## src/rtl/dmc_pkg.sv

```systemverilog
package dmc_pkg;
  // strobes from the controller to the line store
  typedef struct packed {
    logic fillLine;   // load word from memory, mark valid and clean
    logic writeWord;  // merge processor write, mark dirty
  } dmcStrobe_t;

  typedef enum logic [1:0] {
    ST_IDLE  = 2'd0,
    ST_WBACK = 2'd1,
    ST_FILL  = 2'd2
  } dmcState_t;
endpackage

```

## src/rtl/dmcDatapath.sv

```systemverilog
module dmcDatapath
  import dmc_pkg::*;
#(
  parameter int ADDR_W = 32,
  parameter int DATA_W = 32,
  parameter int IDX_W  = 4
) (
  input  logic              clk,
  input  logic              rstN,
  input  dmcStrobe_t        strb,
  input  logic [ADDR_W-1:0] cpuAddr,
  input  logic [DATA_W-1:0] cpuWdata,
  input  logic [DATA_W-1:0] memRdata,
  output logic              hit,
  output logic              victimDirty,
  output logic [ADDR_W-1:0] victimAddr,
  output logic [DATA_W-1:0] lineData
);
  localparam int OFF_W = $clog2(DATA_W / 8);
  localparam int TAG_W = ADDR_W - IDX_W - OFF_W;
  localparam int LINES = 1 << IDX_W;

  logic [IDX_W-1:0] idx;
  logic [TAG_W-1:0] tag;
  logic [TAG_W-1:0] tagQ  [LINES];
  logic [DATA_W-1:0] dataQ [LINES];
  logic [LINES-1:0] validQ;
  logic [LINES-1:0] dirtyQ;

  assign idx = cpuAddr[OFF_W +: IDX_W];
  assign tag = cpuAddr[ADDR_W-1 -: TAG_W];

  assign hit         = validQ[idx] && (tagQ[idx] == tag);
  assign victimDirty = validQ[idx] && dirtyQ[idx];
  assign victimAddr  = {tagQ[idx], idx, {OFF_W{1'b0}}};
  assign lineData    = dataQ[idx];

  // flags: reset clears all valid bits
  always_ff @(posedge clk) begin
    if (!rstN) begin
      validQ <= '0;
      dirtyQ <= '0;
    end else if (strb.fillLine) begin
      validQ[idx] <= 1'b1;
      dirtyQ[idx] <= 1'b0;
    end else if (strb.writeWord) begin
      dirtyQ[idx] <= 1'b1;
    end
  end

  // tag and data storage, no reset needed
  always_ff @(posedge clk) begin
    if (strb.fillLine) begin
      tagQ[idx]  <= tag;
      dataQ[idx] <= memRdata;
    end else if (strb.writeWord) begin
      dataQ[idx] <= cpuWdata;
    end
  end


  fill_clean_chk: assert property (@(posedge clk) disable iff (!rstN)
    strb.fillLine |=> validQ[$past(idx)] && !dirtyQ[$past(idx)]);


  dirty_set_chk: assert property (@(posedge clk) disable iff (!rstN)
    strb.writeWord |=> dirtyQ[$past(idx)] && dataQ[$past(idx)] == $past(cpuWdata));
endmodule

```

## src/rtl/dmcControl.sv

```systemverilog
module dmcControl
  import dmc_pkg::*;
(
  input  logic       clk,
  input  logic       rstN,
  input  logic       cpuReq,
  input  logic       cpuWe,
  input  logic       hit,
  input  logic       victimDirty,
  input  logic       memAck,
  output dmcStrobe_t strb,
  output logic       cpuReady,
  output logic       memReq,
  output logic       memWe,
  output logic       selVictim
);
  dmcState_t stateQ, stateD;

  always_ff @(posedge clk) begin
    if (!rstN) stateQ <= ST_IDLE;
    else       stateQ <= stateD;
  end

  always_comb begin
    stateD         = stateQ;
    strb.fillLine  = 1'b0;
    strb.writeWord = 1'b0;
    cpuReady       = 1'b0;
    memReq         = 1'b0;
    memWe          = 1'b0;
    selVictim      = 1'b0;
    unique case (stateQ)
      ST_IDLE: begin
        if (cpuReq && hit) begin
          cpuReady       = 1'b1;
          strb.writeWord = cpuWe;
        end else if (cpuReq) begin
          stateD = victimDirty ? ST_WBACK : ST_FILL;
        end
      end
      ST_WBACK: begin
        memReq    = 1'b1;
        memWe     = 1'b1;
        selVictim = 1'b1;
        if (memAck) stateD = ST_FILL;
      end
      ST_FILL: begin
        memReq = 1'b1;
        if (memAck) begin
          strb.fillLine = 1'b1;
          stateD        = ST_IDLE;
        end
      end
      default: stateD = ST_IDLE;
    endcase
  end


  mem_hold_chk: assert property (@(posedge clk) disable iff (!rstN)
    memReq && !memAck |=> memReq && memWe == $past(memWe));


  wb_then_fill_chk: assert property (@(posedge clk) disable iff (!rstN)
    memReq && memWe && memAck |=> memReq && !memWe);


  ready_excl_chk: assert property (@(posedge clk) disable iff (!rstN)
    cpuReady |-> cpuReq && !memReq);
endmodule

```

## src/rtl/dmCache.sv

```systemverilog
module dmCache
  import dmc_pkg::*;
#(
  parameter int ADDR_W = 32,
  parameter int DATA_W = 32,
  parameter int IDX_W  = 4
) (
  input  logic              clk,
  input  logic              rstN,
  input  logic              cpuReq,
  input  logic              cpuWe,
  input  logic [ADDR_W-1:0] cpuAddr,
  input  logic [DATA_W-1:0] cpuWdata,
  output logic              cpuReady,
  output logic [DATA_W-1:0] cpuRdata,
  output logic              memReq,
  output logic              memWe,
  output logic [ADDR_W-1:0] memAddr,
  output logic [DATA_W-1:0] memWdata,
  input  logic              memAck,
  input  logic [DATA_W-1:0] memRdata
);
  localparam int OFF_W = $clog2(DATA_W / 8);

  dmcStrobe_t        strb;
  logic              hit, victimDirty, selVictim;
  logic [ADDR_W-1:0] victimAddr;
  logic [DATA_W-1:0] lineData;

  dmcDatapath #(.ADDR_W(ADDR_W), .DATA_W(DATA_W), .IDX_W(IDX_W)) uData (
    .clk(clk), .rstN(rstN), .strb(strb), .cpuAddr(cpuAddr),
    .cpuWdata(cpuWdata), .memRdata(memRdata), .hit(hit),
    .victimDirty(victimDirty), .victimAddr(victimAddr), .lineData(lineData)
  );

  dmcControl uCtrl (
    .clk(clk), .rstN(rstN), .cpuReq(cpuReq), .cpuWe(cpuWe), .hit(hit),
    .victimDirty(victimDirty), .memAck(memAck), .strb(strb),
    .cpuReady(cpuReady), .memReq(memReq), .memWe(memWe), .selVictim(selVictim)
  );

  assign memAddr  = selVictim ? victimAddr
                              : {cpuAddr[ADDR_W-1:OFF_W], {OFF_W{1'b0}}};
  assign memWdata = lineData;
  assign cpuRdata = lineData;


  wb_dirty_only_chk: assert property (@(posedge clk) disable iff (!rstN)
    memReq && memWe |-> victimDirty);


  mem_addr_hold_chk: assert property (@(posedge clk) disable iff (!rstN)
    memReq && !memAck |=> $stable(memAddr) && $stable(memWdata));
endmodule

```

## config.mk

```make
export PLATFORM = sky130hd
export DESIGN_NAME = dmCache
export DESIGN_NICKNAME = d
export VERILOG_FILES = /design/src/rtl/dmc_pkg.sv /design/src/rtl/dmcDatapath.sv /design/src/rtl/dmcControl.sv /design/src/rtl/dmCache.sv
export SDC_FILE = /design/constraint.sdc
export NUM_CORES = 1
export LEC_CHECK = 0
export BUFFER_PORTS_ARGS = -buffer_cell sky130_fd_sc_hd__buf_4
export CORE_UTILIZATION = 50
export CTS_CLUSTER_DIAMETER = 50
export CTS_CLUSTER_SIZE = 28
export DETAILED_ROUTE_END_ITERATION = 8
export PLACE_DENSITY = 0.78
export SYNTH_ARGS = -nofsm -noshare
export SYNTH_HDL_FRONTEND = slang
export SYNTH_SLANG_ARGS = --single-unit
```

## constraint.sdc

```tcl
create_clock -name clk -period 10.1 [get_ports clk]
set_clock_uncertainty 0.1 [all_clocks]
set_input_delay 2.02 -clock clk [delete_from_list [all_inputs] [get_ports clk]]
set_output_delay 2.02 -clock clk [all_outputs]
set_load 0.01 [all_outputs]
```

==> Implementation_results.wiki <==
{| class="wikitable"
! Metric !! Value
|-
| Status || complete, no violations
|-
| CTS root buffer || sky130_fd_sc_hd__clkbuf_16
|-
| Ratio of final minimum period to clock period || 81.77%
|-
| Maximum resistive drop on vdd || 0.1386 mV
|-
| Setup crit start || cpuAddr[5]
|-
| Final Max Tran Viols || 0
|-
| Per-instance average area after synthesis || 19.99 um^2
|-
| Number of flip-flops and latches in the synthesized netlist || 962
|-
| Launch point of the worst hold path || uData.validQ[2]$_SDFFE_PN0P_
|-
| DP Cell Count || 3,100
|-
| # hold bufs at CTS || 0
|-
| Hold-critical path depth || 1
|-
| Fraction of the yosys area taken by sequential cells || 72.46%
|-
| Power Internal || 6243 uW
|-
| Async SR Flop Fraction || 0%
|-
| Later-pin clock latency in the skew report || 0.66 ns
|-
| Final Util || 57.25%
|-
| Reg-to-reg critical path endpoint || uData.dataQ[8][27]$_DFFE_PP_
|-
| Number of gates given a new drive strength after cts || 0
|-
| P per Cell Area || 181.6 nW/um^2
|-
| Tightest Pin Transition || 1.208 ns
|-
| RePlAce Congestion || 0.8826
|-
| Ranking of synthesized cells by area || sky130_fd_sc_hd__edfxtp_1 71%, sky130_fd_sc_hd__mux4_2 14%, sky130_fd_sc_hd__dfxtp_1 1.7%, sky130_fd_sc_hd__mux2i_1 1.7%, sky130_fd_sc_hd__mux2_2 1.5%
|-
| Via count normalized by instance count || 6.280
|-
| Leak || 0.01443 uW
|-
| Max Buffers Root-to-Sink || 3
|-
| FF-to-FF Start || uData.tagQ[15][9]$_DFFE_PP_
|-
| Register-to-Register Path Depth || 10
|-
| Post-layout instance count excluding filler cells || 3,239
|-
| Crit path arrival time || 6.14 ns
|-
| Switching power || 1838 uW
|-
| Register share of total power || 54.4%
|-
| Initial antenna violation count || 3
|-
| Distinct cell type count after synthesis || 71
|-
| Shortest period the worst path allows || 8.259 ns
|-
| Number of clock buffers inserted by TritonCTS || 75
|-
| Vertical die dimension || 282.7 um
|-
| Startpoint class of the critical path || input pin
|-
| Area delta synth->final || 12.94%
|-
| Drt drc || 0
|-
| Largest area contributor in the synthesized netlist || sky130_fd_sc_hd__edfxtp_1
|-
| Global-route wire length before repair || 134,100 um
|-
| Switching portion of total power || 22.74%
|-
| Die Outline Area || 79,920 um^2
|-
| Largest fanout on the critical path || 62
|-
| Number of endpoints with negative hold slack in the final report || 0
|-
| Number of warnings reported in the yosys synthesis log || 0
|-
| Post-synth top area share || 70.73%
|-
| Data required time of the worst path || 7.98 ns
|-
| Number of clock sinks || 962
|-
| Part of the total power dissipated in the clock network || 38.9%
|-
| Relative max-transition margin || 19.26%
|-
| R2R Setup Slk || 4.37 ns
|-
| Final setup viols || 0
|-
| Kind of path behind the tightest hold check || reg2reg
|-
| CORE AREA || 77,720 um^2
|-
| # IOs || 200
|-
| CTS tree || yes
|-
| Placed cell areas || 41,860 um^2
|-
| Fmax || 121.1 MHz
|-
| Proportion of power drawn by combinational gates || 6.7%
|-
| EDFF count, synth || 928
|-
| Gr ovfl total || 0
|-
| Post-Synthesis Cell Area || 39,400 um^2
|-
| Fraction of layout cells with a size suffix above 1 || 33.74%
|-
| Vias after detailed routing || 20,340
|-
| Post-Synthesis Cells || 1,971
|-
| Max-cap violations || 0
|-
| Critical path class || in2out
|-
| Number of global-route vias before repair || 20,700
|-
| Sum of net half-perimeters after detailed placement || 49,800 um
|-
| Most common cell after layout, fill and taps aside || sky130_fd_sc_hd__edfxtp_1
|-
| ANT cells || 0
|-
| Final net count || 2,241
|-
| Setup repair after global routing missed its margin || no
|-
| Overall power after layout || 8081 uW
|-
| Crit path capture type || output port
|-
| Number of DRC markers in iteration 0 || 2,453
|-
| Total global routing track utilization || 23.21%
|-
| Setup TNS || 0 ns
|-
| Remaining antenna violation count after routing || 0
|-
| X dimension of the die || 282.7 um
|-
| Starting density of the core || 50.69%
|-
| Most used cells in the layout excluding fill and tap cells || 928 x sky130_fd_sc_hd__edfxtp_1, 244 x sky130_fd_sc_hd__mux4_2, 238 x sky130_fd_sc_hd__buf_4
|-
| Number of fill cells || 5,563
|-
| Worst Hold Endpoint || uData.validQ[2]$_SDFFE_PN0P_
|-
| Number of standard-cell rows in the floorplan || 102
|-
| Largest net degree at the start of global routing || 91
|-
| Top flip-flop cell by instance count after synthesis || sky130_fd_sc_hd__edfxtp_1
|-
| Buffers added on ports || 195
|-
| Routed WL per cell || 28.35 um
|-
| Count of buffers added by post-CTS timing repair for setup || 0
|-
| Clock-pin transition on the worst setup and hold timing paths || 0.07 ns
|-
| First-pass iteration count of the detailed router || 5
|-
| Area of all placed cells without fillers || 44,500 um^2
|-
| H-tree depth || 3
|-
| Sum of routed wire length over all layers || 91,810 um
|}
-- critical path, cell delays in order --
cell	delay (ns)
sky130_fd_sc_hd__buf_4	0.67
sky130_fd_sc_hd__buf_4	0.55
sky130_fd_sc_hd__nor2_1	0.22
sky130_fd_sc_hd__a22oi_1	0.26
sky130_fd_sc_hd__o21ai_0	0.13
sky130_fd_sc_hd__a2111oi_1	0.71
sky130_fd_sc_hd__a32oi_1	0.47
sky130_fd_sc_hd__nor4_4	0.37
sky130_fd_sc_hd__buf_4	0.32
sky130_fd_sc_hd__and2_1	0.21
sky130_fd_sc_hd__buf_4	0.13
-- how the worst max path moves through the flow --
stage	to	slack [ns]	cells after the start
final	cpuReady	1.84	11
after global routing	cpuReady	1.72	11
after CTS	cpuReady	1.90	10
after detailed placement	cpuReady	1.90	11
after global placement	cpuReady	1.95	10
after floorplan	uData.dataQ[12][0]$_DFFE_PP_	2.61	13
-- synthesized netlist by cell type (11+ instances only) --
cell type / instances
sky130_fd_sc_hd__mux4_2: 244
sky130_fd_sc_hd__nor3_1: 22
sky130_fd_sc_hd__mux2_2: 51
sky130_fd_sc_hd__buf_4: 47
sky130_fd_sc_hd__o21ai_0: 43
sky130_fd_sc_hd__o21a_1: 17
sky130_fd_sc_hd__buf_1: 19
sky130_fd_sc_hd__inv_1: 21
sky130_fd_sc_hd__buf_2: 26
sky130_fd_sc_hd__a21oi_1: 11
sky130_fd_sc_hd__mux2i_1: 67
sky130_fd_sc_hd__nor3b_1: 17
sky130_fd_sc_hd__edfxtp_1: 928
sky130_fd_sc_hd__nand2b_1: 11
sky130_fd_sc_hd__buf_6: 12
sky130_fd_sc_hd__clkbuf_1: 47
sky130_fd_sc_hd__a41oi_1: 16
sky130_fd_sc_hd__nand3_1: 28
sky130_fd_sc_hd__dfxtp_1: 34
sky130_fd_sc_hd__nor2_1: 60
sky130_fd_sc_hd__mux2_4: 30
sky130_fd_sc_hd__xnor2_1: 16
sky130_fd_sc_hd__nand2_1: 64
sky130_fd_sc_hd__o22ai_1: 24
-- cells by family (layout without fill, tap and decap cells) --
kind of cell | Yosys count | after routing | synth area share, %
other | 1 | 2 | 0.009518
XOR/XNOR | 20 | 20 | 0.4446
buffers and inverters | 175 | 402 | 2.455
AND/OR/NAND/NOR | 237 | 237 | 2.950
multiplexers | 394 | 394 | 18.31
flip-flops | 962 | 962 | 72.46
adder cells (fa/ha/maj) | 3 | 3 | 0.09528
AO/OA/AOI/OAI | 179 | 179 | 3.271
-- area by class of cell --
type	count	area, um^2	area share [%]
inverter	23	88.84	0.1996
multi-input combinational	835	10110	22.72
clock inverter	56	663.1	1.490
clock buffer	83	1971	4.429
sequential	962	28550	64.15
timing repair buffer	240	1817	4.083
tap	1040	1301	2.924
-- power groups by stage --
| stage | registers [uW] | logic [uW] | clock network, uW |
|---|---|---|---|
| after floorplan | 4480 | 346 | 0 |
| after global placement | 4480 | 527 | 0 |
| after detailed placement | 4490 | 543 | 0 |
| after CTS | 4390 | 546 | 3180 |
| after global routing | 4400 | 580 | 3310 |
| final | 4390 | 543 | 3140 |
-- registers in the layout (all words and copies together) (netlist names), named ones only --
signal	flops
uData.tagQ	416
uData.dataQ	512
uData.validQ	16
uCtrl.stateQ	2
-- through the flow --
stage               setup WS [ns]  hold WS (ns)
floorplan                   2.609        0.3352
global placement            1.951        0.3415
detailed placement          1.903        0.3617
CTS                         1.897        0.3780
global route                1.717        0.3905
finish                      1.841        0.3781
-- metal layers --
metal	GRT usage, %	wire length (um)	up-vias
li1	-	-	8447
met3	3.878	7487	194
met1	30.60	34490	10620
met2	39.62	47330	1076
met4	7.235	2470	6
met5	0	35	-
(Power assumes the default switching activity.)
